`src/rtl/memr_pkg.sv`:
```
package memr_pkg;

  localparam int SC_W       = 16;
  localparam int GAIN_MAX_W = 16;

  typedef logic [SC_W-1:0]        word_t;
  typedef logic signed [SC_W-1:0] flux_t;

  localparam flux_t FLUX_MAX = {1'b0, {(SC_W-1){1'b1}}};
  localparam flux_t FLUX_MIN = {1'b1, {(SC_W-1){1'b0}}};
  localparam word_t SIGN_BIT = {1'b1, {(SC_W-1){1'b0}}};

  // One left shift of a Fibonacci register, feedback into bit 0
  function automatic word_t lfsr_next(word_t s, word_t mask);
    return {s[SC_W-2:0], ^(s & mask)};
  endfunction

  // Bipolar code to unsigned offset form
  function automatic word_t bip_offset(word_t code);
    return code ^ SIGN_BIT;
  endfunction

  // Saturating unit step of the flux integrator
  function automatic flux_t flux_step(flux_t f, logic up, logic dn);
    flux_t r;
    r = f;
    if (up && !dn) begin
      if (f != FLUX_MAX) r = f + flux_t'(1);
    end else if (dn && !up) begin
      if (f != FLUX_MIN) r = f - flux_t'(1);
    end
    return r;
  endfunction

  // Absolute value as unsigned (most negative maps to 2^(SC_W-1))
  function automatic word_t flux_mag(flux_t f);
    word_t r;
    if (f[SC_W-1]) r = word_t'(~f) + word_t'(1);
    else           r = word_t'(f);
    return r;
  endfunction

  // Gain times magnitude, clamped to full scale
  function automatic word_t duty_scale(word_t mag, logic [GAIN_MAX_W-1:0] k);
    logic [SC_W+GAIN_MAX_W-1:0] prod;
    prod = {{GAIN_MAX_W{1'b0}}, mag} * {{SC_W{1'b0}}, k};
    if (|prod[SC_W+GAIN_MAX_W-1:SC_W]) return '1;
    return prod[SC_W-1:0];
  endfunction

endpackage

```
`src/rtl/memr_lfsr.sv`:
```
module memr_lfsr
  import memr_pkg::*;
#(
  parameter word_t SEED = 16'hACE1,
  parameter word_t MASK = 16'hD008
) (
  input  logic  clk,
  input  logic  rst,
  output word_t state_o
);

  word_t state_q;

  always_ff @(posedge clk) begin
    if (rst) state_q <= SEED;
    else     state_q <= lfsr_next(state_q, MASK);
  end

  assign state_o = state_q;


  lfsr_nonzero_chk: assert property (@(posedge clk) disable iff (rst)
    state_q != '0);

endmodule

```
`src/rtl/memr_b2s.sv`:
```
module memr_b2s
  import memr_pkg::*;
(
  input  word_t code_i,
  input  word_t rnd_i,
  output logic  bit_o
);

  word_t offset;

  always_comb begin
    offset = bip_offset(code_i);
    bit_o  = (offset >= rnd_i);
  end

endmodule

```
`src/rtl/memr_flux_integ.sv`:
```
module memr_flux_integ
  import memr_pkg::*;
(
  input  logic  clk,
  input  logic  rst,
  input  logic  up_i,
  input  logic  dn_i,
  output flux_t flux_o
);

  flux_t flux_q;

  always_ff @(posedge clk) begin
    if (rst) flux_q <= '0;
    else     flux_q <= flux_step(flux_q, up_i, dn_i);
  end

  assign flux_o = flux_q;


  flux_hold_chk: assert property (@(posedge clk) disable iff (rst)
    (up_i == dn_i) |=> (flux_q == $past(flux_q)));


  flux_up_chk: assert property (@(posedge clk) disable iff (rst)
    (up_i && !dn_i && flux_q != FLUX_MAX) |=> (flux_q == $past(flux_q) + flux_t'(1)));


  no_wrap_hi_chk: assert property (@(posedge clk) disable iff (rst)
    (flux_q == FLUX_MAX) |=> (flux_q != FLUX_MIN));


  no_wrap_lo_chk: assert property (@(posedge clk) disable iff (rst)
    (flux_q == FLUX_MIN) |=> (flux_q != FLUX_MAX));

endmodule

```
`src/rtl/memr_duty_gen.sv`:
```
module memr_duty_gen
  import memr_pkg::*;
#(
  parameter int GAIN_W = 8
) (
  input  logic              clk,
  input  logic              rst,
  input  flux_t             flux_i,
  input  logic [GAIN_W-1:0] gain_i,
  input  word_t             rnd_i,
  output logic              duty_d_o,
  output logic              duty_q_o
);

  logic [GAIN_MAX_W-1:0] gain_ext;
  word_t                 level;
  logic                  level_full;
  logic                  duty_q;

  always_comb begin
    gain_ext             = '0;
    gain_ext[GAIN_W-1:0] = gain_i;
    level                = duty_scale(flux_mag(flux_i), gain_ext);
    level_full           = (level == '1);
    duty_d_o             = (level >= rnd_i);
  end

  always_ff @(posedge clk) begin
    if (rst) duty_q <= 1'b0;
    else     duty_q <= duty_d_o;
  end

  assign duty_q_o = duty_q;


  duty_full_chk: assert property (@(posedge clk) disable iff (rst)
    level_full |=> duty_q);


  duty_zero_gain_chk: assert property (@(posedge clk) disable iff (rst)
    (gain_i == '0) |=> !duty_q);


  duty_zero_flux_chk: assert property (@(posedge clk) disable iff (rst)
    (flux_i == '0) |=> !duty_q);

endmodule

```
`src/rtl/memr_sw_drv.sv`:
```
module memr_sw_drv (
  input  logic clk,
  input  logic rst,
  input  logic duty_d_i,
  input  logic duty_q_i,
  output logic sw_a_o,
  output logic sw_b_o
);

  logic sw_a_q;
  logic sw_b_q;
  logic edge_seen;

  assign edge_seen = (duty_d_i != duty_q_i);

  always_ff @(posedge clk) begin
    if (rst) begin
      sw_a_q <= 1'b0;
      sw_b_q <= 1'b0;
    end else begin
      sw_a_q <= duty_d_i & duty_q_i;
      sw_b_q <= ~duty_d_i & ~duty_q_i;
    end
  end

  assign sw_a_o = sw_a_q;
  assign sw_b_o = sw_b_q;


  no_overlap_chk: assert property (@(posedge clk) disable iff (rst)
    !(sw_a_q && sw_b_q));


  dead_cycle_chk: assert property (@(posedge clk) disable iff (rst)
    edge_seen |=> (!sw_a_q && !sw_b_q));


  steady_high_chk: assert property (@(posedge clk) disable iff (rst)
    (duty_d_i && duty_q_i) |=> sw_a_q);

endmodule

```
`src/rtl/memr_emu_ctrl.sv`:
```
module memr_emu_ctrl
  import memr_pkg::*;
#(
  parameter int            GAIN_W    = 8,
  parameter logic [47:0]   RNG_SEEDS = {16'h5A5A, 16'h1D2C, 16'hACE1},
  parameter logic [47:0]   RNG_MASKS = {16'hCA00, 16'hB400, 16'hD008}
) (
  input  logic              clk,
  input  logic              rst,
  input  logic [15:0]       va_code,
  input  logic [15:0]       vb_code,
  input  logic [GAIN_W-1:0] gain_k,
  output logic [15:0]       flux_o,
  output logic              sw_a,
  output logic              sw_b
);

  localparam int N_RNG  = 3;
  localparam int RNG_VA = 0;
  localparam int RNG_VB = 1;
  localparam int RNG_DT = 2;

  word_t rnd [N_RNG];
  logic  bit_a;
  logic  bit_b;
  flux_t flux;
  logic  duty_d;
  logic  duty_q;

  for (genvar g = 0; g < N_RNG; g++) begin : gen_rng
    memr_lfsr #(
      .SEED (RNG_SEEDS[g*SC_W +: SC_W]),
      .MASK (RNG_MASKS[g*SC_W +: SC_W])
    ) u_lfsr (
      .clk     (clk),
      .rst     (rst),
      .state_o (rnd[g])
    );
  end

  memr_b2s u_b2s_a (
    .code_i (va_code),
    .rnd_i  (rnd[RNG_VA]),
    .bit_o  (bit_a)
  );

  memr_b2s u_b2s_b (
    .code_i (vb_code),
    .rnd_i  (rnd[RNG_VB]),
    .bit_o  (bit_b)
  );

  memr_flux_integ u_integ (
    .clk    (clk),
    .rst    (rst),
    .up_i   (bit_a),
    .dn_i   (bit_b),
    .flux_o (flux)
  );

  memr_duty_gen #(
    .GAIN_W (GAIN_W)
  ) u_duty (
    .clk      (clk),
    .rst      (rst),
    .flux_i   (flux),
    .gain_i   (gain_k),
    .rnd_i    (rnd[RNG_DT]),
    .duty_d_o (duty_d),
    .duty_q_o (duty_q)
  );

  memr_sw_drv u_drv (
    .clk      (clk),
    .rst      (rst),
    .duty_d_i (duty_d),
    .duty_q_i (duty_q),
    .sw_a_o   (sw_a),
    .sw_b_o   (sw_b)
  );

  assign flux_o = flux;


  code_top_chk: assert property (@(posedge clk) disable iff (rst)
    (va_code == 16'h7FFF) |-> bit_a);


  code_bottom_chk: assert property (@(posedge clk) disable iff (rst)
    (vb_code == 16'h8000) |-> !bit_b);


  ramp_chk: assert property (@(posedge clk) disable iff (rst)
    (va_code == 16'h7FFF && vb_code == 16'h8000 && flux != FLUX_MAX)
      |=> (flux == $past(flux) + flux_t'(1)));

endmodule

```
`config.mk`:
```
export PLATFORM = sky130hd
export DESIGN_NAME = memr_emu_ctrl
export DESIGN_NICKNAME = d
export VERILOG_FILES = /design/src/rtl/memr_pkg.sv /design/src/rtl/memr_lfsr.sv /design/src/rtl/memr_b2s.sv /design/src/rtl/memr_flux_integ.sv /design/src/rtl/memr_duty_gen.sv /design/src/rtl/memr_sw_drv.sv /design/src/rtl/memr_emu_ctrl.sv
export SDC_FILE = /design/constraint.sdc
export NUM_CORES = 1
export LEC_CHECK = 0
export CORE_UTILIZATION = 50
export DETAILED_ROUTE_END_ITERATION = 7
export DONT_BUFFER_PORTS = 1
export GPL_TIMING_DRIVEN = 0
export PLACE_DENSITY = 0.76
export SLEW_MARGIN = 20
export SYNTH_ARGS = -nofsm -noshare
export SYNTH_HDL_FRONTEND = slang
export SYNTH_SLANG_ARGS = --single-unit
```
`constraint.sdc`:
```
create_clock -name clk -period 14.03 [get_ports clk]
set_input_delay 1.403 -clock clk [delete_from_list [all_inputs] [get_ports clk]]
set_output_delay 1.403 -clock clk [all_outputs]
set_load 0.03 [all_outputs]
```
Yosys cells after proc, flatten, opt, wreduce, memory -nomap -nowiden
Index checks and enable logic that the tools add are counted.
- register bits after elaboration: 67
- bits of input ports: 42
- logic and storage cells: 43
- add/subtract/negate cells: 3
- multipliers: 1
- order comparisons: 3
- eq/ne operators: 3
- mux-type cells: 8
- bitwise logic cells: 7
- reductions and logical operators: 11
- operators with widths (operator ; count):
    2-to-1 mux 16 bit ; 7
    greater-or-equal comparator 16 bit ; 3
    XOR reduction 16 bit ; 3
    inequality test 16 bit (second input constant) ; 2
    multiplier 16 x 8 -> 24 bit ; 1
    adder 16 x 1 -> 16 bit (second input constant) ; 1
    adder 16 x 2 -> 16 bit (second input constant) ; 1
    inverter 16 bit ; 1
    subtractor 16 x 2 -> 16 bit (second input constant) ; 1
    OR reduction 8 bit ; 1
    inverter 1 bit ; 4
    nonzero test 2 bit ; 2
    AND reduction 3 bit ; 1
    AND 1 bit ; 2
    logical AND 1 bit ; 2
    zero test 1 bit ; 2
    inequality test 2 bit (second input constant) ; 1
    2-to-1 mux 1 bit ; 1

Logic depth before layout (Yosys ltp)
- depth after elaboration: 10
- gate-level depth with buffers: 33
- depth with buffers taken out: 32

By module
From an unflattened synthesis, not the netlist that was laid out.
- cells, all modules: 1051
- area, all modules: 8943.6 µm²
- modules (own cells, without submodules) (module ; times used ; cells each ; area an instance (µm²) ; seq. area each (µm²)):
    memr_duty_gen ; 1 ; 646 ; 5281.3 ; 20.0
    memr_flux_integ ; 1 ; 181 ; 1437.6 ; 320.3
    memr_b2s ; 2 ; 56 ; 402.9 ; 0.0
    memr_lfsr (gen_rng[0].u_lfsr) ; 1 ; 36 ; 457.9 ; 320.3
    memr_lfsr (gen_rng[2].u_lfsr) ; 1 ; 36 ; 455.4 ; 320.3
    memr_lfsr (gen_rng[1].u_lfsr) ; 1 ; 36 ; 451.7 ; 320.3
    memr_sw_drv ; 1 ; 4 ; 53.8 ; 40.0

Worst setup path before layout
Ideal clock, no wire load.
- path type: register -> register
- start point: register u_integ.flux_q[0] (netlist: u_integ.flux_o[0])
- end point: register u_drv.sw_b_q (netlist: u_drv.sw_b_o)
- setup time: 80 ps
- arrival time: 7621 ps
- slack: 6329 ps
- stages on the path, launching flop included: 32
- buffers on the path: 1
- cells stage by stage: dfxtp_1 > inv_1 > nand2_1 > or4_1 > or2_2 > o41ai_2 > xor2_1 > nor2b_1 > fa_1 > inv_1 > fa_1 > fa_1 > fa_1 > inv_1 > ha_1 > buf_2 > a21oi_1 > o21ai_1 > nor2_1 > nand3_1 > a211o_1 > a222oi_1 > and3_1 > ha_1 > nand2b_1 > a21o_1 > a21o_1 > a21o_1 > a21o_1 > a21oi_1 > o221a_2 > nor3b_1
- longest elaborated chain between the ends: 10
- RTL lines (what ; RTL line ; RTL):
    start: declaration ; memr_flux_integ.sv:11 ; flux_t flux_q;
    start signal: assignment ; memr_flux_integ.sv:15 ; else flux_q <= flux_step(flux_q, up_i, dn_i);
    inverter 16 bit ; memr_pkg.sv:38 ; if (f[SC_W-1]) r = word_t'(~f) + word_t'(1);
    adder 16 x 1 -> 16 bit ; memr_pkg.sv:38 ;
    2-to-1 mux 16 bit * ; memr_pkg.sv:38 ;
    multiplier 16 x 8 -> 24 bit * ; memr_pkg.sv:46 ; prod = {{GAIN_MAX_W{1'b0}}, mag} * {{SC_W{1'b0}}, k};
    OR reduction 8 bit ; memr_pkg.sv:47 ; if (|prod[SC_W+GAIN_MAX_W-1:SC_W]) return '1;
    2-to-1 mux 1 bit ; memr_pkg.sv:47 ;
    2-to-1 mux 16 bit * ; memr_pkg.sv:48 ; return prod[SC_W-1:0];
    greater-or-equal comparator 16 bit * ; memr_duty_gen.sv:25 ; duty_d_o = (level >= rnd_i);
    inverter 1 bit * ; memr_sw_drv.sv:22 ; sw_b_q <= ~duty_d_i & ~duty_q_i;
    AND 1 bit * ; memr_sw_drv.sv:22 ;
    end signal: assignment ; memr_sw_drv.sv:22 ;
    end: declaration ; memr_sw_drv.sv:11 ; logic sw_b_q;
Mark *: on every way between the ends. The rest lies on a longest branch, timed or not.
A chain may end at the register's enable or synchronous reset.

Worst setup path after layout
Ends and elaborated chain as after synthesis.

==> metrics.md <==
| Metric | Value |
|---|---|
| CTS hold repair buffers | 0 |
| Number of synthesized flops with an enable pin | 0 |
| Pre-CTS setup slack | 5.14 ns |
| Setup slack, reg-to-reg | ~5.0 ns |
| Clock Latency Late Sink | between 0.3 and 0.4 ns |
| Clk buf depth | 2 |
| Max-cap violations | 0 |
| Via count | 6591 |
| Cells after synthesis | approximately 980 |
| Placement row count | 47 |
| Worst-Margin Slew | 0.974 ns |
| Overall Global Routing Usage | 22.8% |
| RR Endpoint | u_drv.sw_b_o |
| Nets | 1228 |
| Hold_sp | u_duty.duty_q_o |
| Hold Vio Cnt, Final | 0 |
| Proportion of synthesized chip area in sequential cells | 15.9% |
| CTS clock-pin slew for the worst setup and hold paths | 0.06 ns |
| Largest net degree at the start of global routing | 16 |
| Post-cts sizing count | 0 |
| Max frequency | 0.111 GHz |
| Multi-input combinational cell area | around 6400 um^2 |
| Crit path max fanout | 8 |
| Die height | 132 um |
| Hold path depth | 1 |
| Worst Clk Skew | 0.0128 ns |
| H-Tree Depth | 3 |
| Setup TNS | 0 ns |
| Clk sinks | 67 |
| Setup CP Type | register to register |
| Slew headroom | 33.2% |
| Core area | between 15000 and 20000 um^2 |
| First-pass GRT wire length | 32.5 mm |
| Worst R2R Path Depth | 30 |
| Die W | 132 um |
| Root buffer cell | clkbuf_16 |
| Endpoint type of the worst setup path | register |
| Fraction of the mapped netlist area in adder cells | 36.1% |
| Register area | between 1000 and 1500 um^2 |
| Worst path slowest cell | xor2_1 |
| Starting density of the core | 51.2% |
| Vias in the first global route | roughly 7k |
| Router iterations before antenna repair | 4 |
| Fraction of registers with async set/reset | 0% |
| Initial antenna violation count | 0 |
| Max incr delay on CP | ~0.71 ns |
| Via density | approximately 5.4 |
| Share of synthesized area spent on multiplexers | 1.54% |
| Unrepaired setup endpoints after global routing | no |
| Final worst-path cycle share | 64.0% |
| TritonCTS Buffers | 9 |
| Minimum clock period after layout | 8.98 ns |
| Fillers | approximately 1.5k |
| IO Pins | 60 |
| Dominant synthesized flop cell | dfxtp_1 |
| Yosys reg bits | 67 |
| Worst hold path class | register to register |
| I/O Buffers | 0 |
| Worst EP arrival | 9.22 ns |
| Avg WL per Cell | 15.2 um |
| Yosys warnings | 0 |
| Routability-driven placement congestion ratio | 0.896 |
| Layout cells sized above 1 | 6.71% |
| Post-synthesis to final-layout area growth | 7.16% |
| Outcome | complete, no violations |
| Remaining DRCs | 0 |
| Post-Syn Area per Cell | 8.61 um^2 |
| Crit-path most repeated cell | a21o_1 |
| Post-synthesis xor/xnor area fraction | 5.07% |
| DRT antenna net count | 0 |
| CP Launch Type | register |
| DRT iter0 DRCs | 278 |
| Worst hold path endpoint | u_drv.sw_b_o |
| Main combinational cell family by area after synthesis | adder cells |
| Post-CTS setup repair buffer count | 0 |
| Post-synth cell types | 67 |
| # setup viols final | 0 |
| Synthesized area | 8460 um^2 |
| WP data required | 14.27 ns |
| Final WS setup | roughly 5.0 ns |
| Die area | 17400 um^2 |
| Dpl hpwl | roughly 15 mm |
| Compound-Gate Fraction of Synth Area | 10.8% |
| CTS tree | yes |
| Routed WL | between 15 and 20 mm |
| Overflow after GRT | 0 |
| Synthesized Nets | ~1.2k |
| Slew Limit Fails | 0 |
| Synth Area in Simple Gates | roughly 23% |
| FF-to-FF Start | u_integ.flux_o[0] |
| Diodes inserted | 0 |
[flip-flops by register name, summed over array words and instances, names as in the netlist]
name and cells:
u_duty.duty_q_o 1, gen_rng.u_lfsr.state_o 48, u_integ.flux_o 16, u_drv.sw_a_o 1, u_drv.sw_b_o 1
[placed cells by master (no fill, tap or decap), types with 8 or more instances in the layout]
cell	netlist	routed
inv_1	153	153
ha_1	108	108
fa_1	85	85
nor2_1	73	73
nor2b_1	68	68
dfxtp_1	67	67
nand2_1	56	56
a21oi_1	32	32
xnor2_1	29	29
and2_1	27	27
or2_2	23	23
a21o_1	23	23
nand2b_1	22	22
xor2_1	20	20
clkbuf_1	18	18
nand3_1	18	18
o21ai_0	17	17
nor3_1	16	16
mux2i_1	13	13
nand4_1	10	10
clkbuf_16	0	9
o21a_1	8	8
[worst max-delay path, delay by kind of cell, from the launching register on]
family | cells | cell delay, ns
and+or+nand+nor | 8 | 1.88
buffers and inverters | 3 | 0.30
adders and majority gates | 6 | 2.78
xor gates and xnor gates | 1 | 0.71
DFF | 1 | 0.46
AOI/OAI and AO/OA | 12 | 2.75
[area by class of cell]
cell class | instances | area share (%)
Multi-Input combinational cell | 738 | 71.0
Clock inverter | 7 | 1.16
Buffer | 24 | 1.20
Sequential cell | 67 | 14.8
Clock buffer | 9 | 2.48
Tap cell | 220 | 3.04
Inverter | 153 | 6.34
[per-layer routing]
metal	vias up	wire, um	share of wire (%)	GRT usage, %
met5	-	0	0	0
met4	0	218	1.2	5.68
met3	17	1150	6.2	3.46
met2	157	9030	49	39.1
met1	3181	8090	44	30.0
li1	3236	-	-	-
[stage by stage]
| step | util, % | instance area (um^2) | hold slack (ns) | std cells |
|---|---|---|---|---|
| 3_3_place_gp | 52.9 | 8730 | 0.410 | 1202 |
| 3_5_place_dp | 52.9 | 8730 | 0.419 | 1202 |
| 4_1_cts | 54.9 | 9060 | 0.419 | 1218 |
| 6_report | 54.9 | 9060 | 0.415 | 1218 |
| 5_1_grt | 54.9 | 9060 | 0.425 | 1218 |
| 2_1_floorplan | - | 8460 | 0.389 | 982 |
[cell families after synthesis]
group,Yosys count
adder cells (fa/ha/maj),193
buffers and inverters,177
AND/OR/NAND/NOR,353
multiplexers,13
XOR/XNOR,49
AO/OA/AOI/OAI,130
flip-flops,67
[synth_stat cells (4+ instances only)]
cell        n  area [um^2]
nand3_2     4         40.0
fa_1       85         1700
or2_2      23          144
nand3_1    18         90.1
o21a_1      8         60.1
or3_1       6         37.5
and3_1      5         31.3
mux2i_1    13          130
nor2b_1    68          425
nand2_1    56          210
nand4_1    10         62.6
a21oi_1    32          160
ha_1      108         1350
nand2b_1   22          138
xor2_1     20          175
clkbuf_1   18         67.6
a21o_1     23          173
and2_1     27          169
a211oi_1    5         37.5
xnor2_1    29          254
inv_1     153          574
nor2_1     73          274
dfxtp_1    67         1340
nor3_1     16         80.1
nand3b_1    4         30.0
o21ai_0    17         85.1
[how the worst max path moves through the flow]
stage,start,endpoint,slack [ns],cells past startpoint
CTS,u_integ.flux_o[0],u_drv.sw_b_o,5.09,30
floorplan,u_integ.flux_o[0],u_drv.sw_b_o,6.33,31
detailed placement,u_integ.flux_o[0],u_drv.sw_b_o,5.14,30
global placement,u_integ.flux_o[0],u_drv.sw_b_o,5.23,30
finish,u_integ.flux_o[0],u_drv.sw_b_o,5.05,30
global route,u_integ.flux_o[0],u_drv.sw_b_o,4.51,31
Power is not shown: default switching activity piles up to over one toggle a cycle in this logic, so the estimate is an artifact.
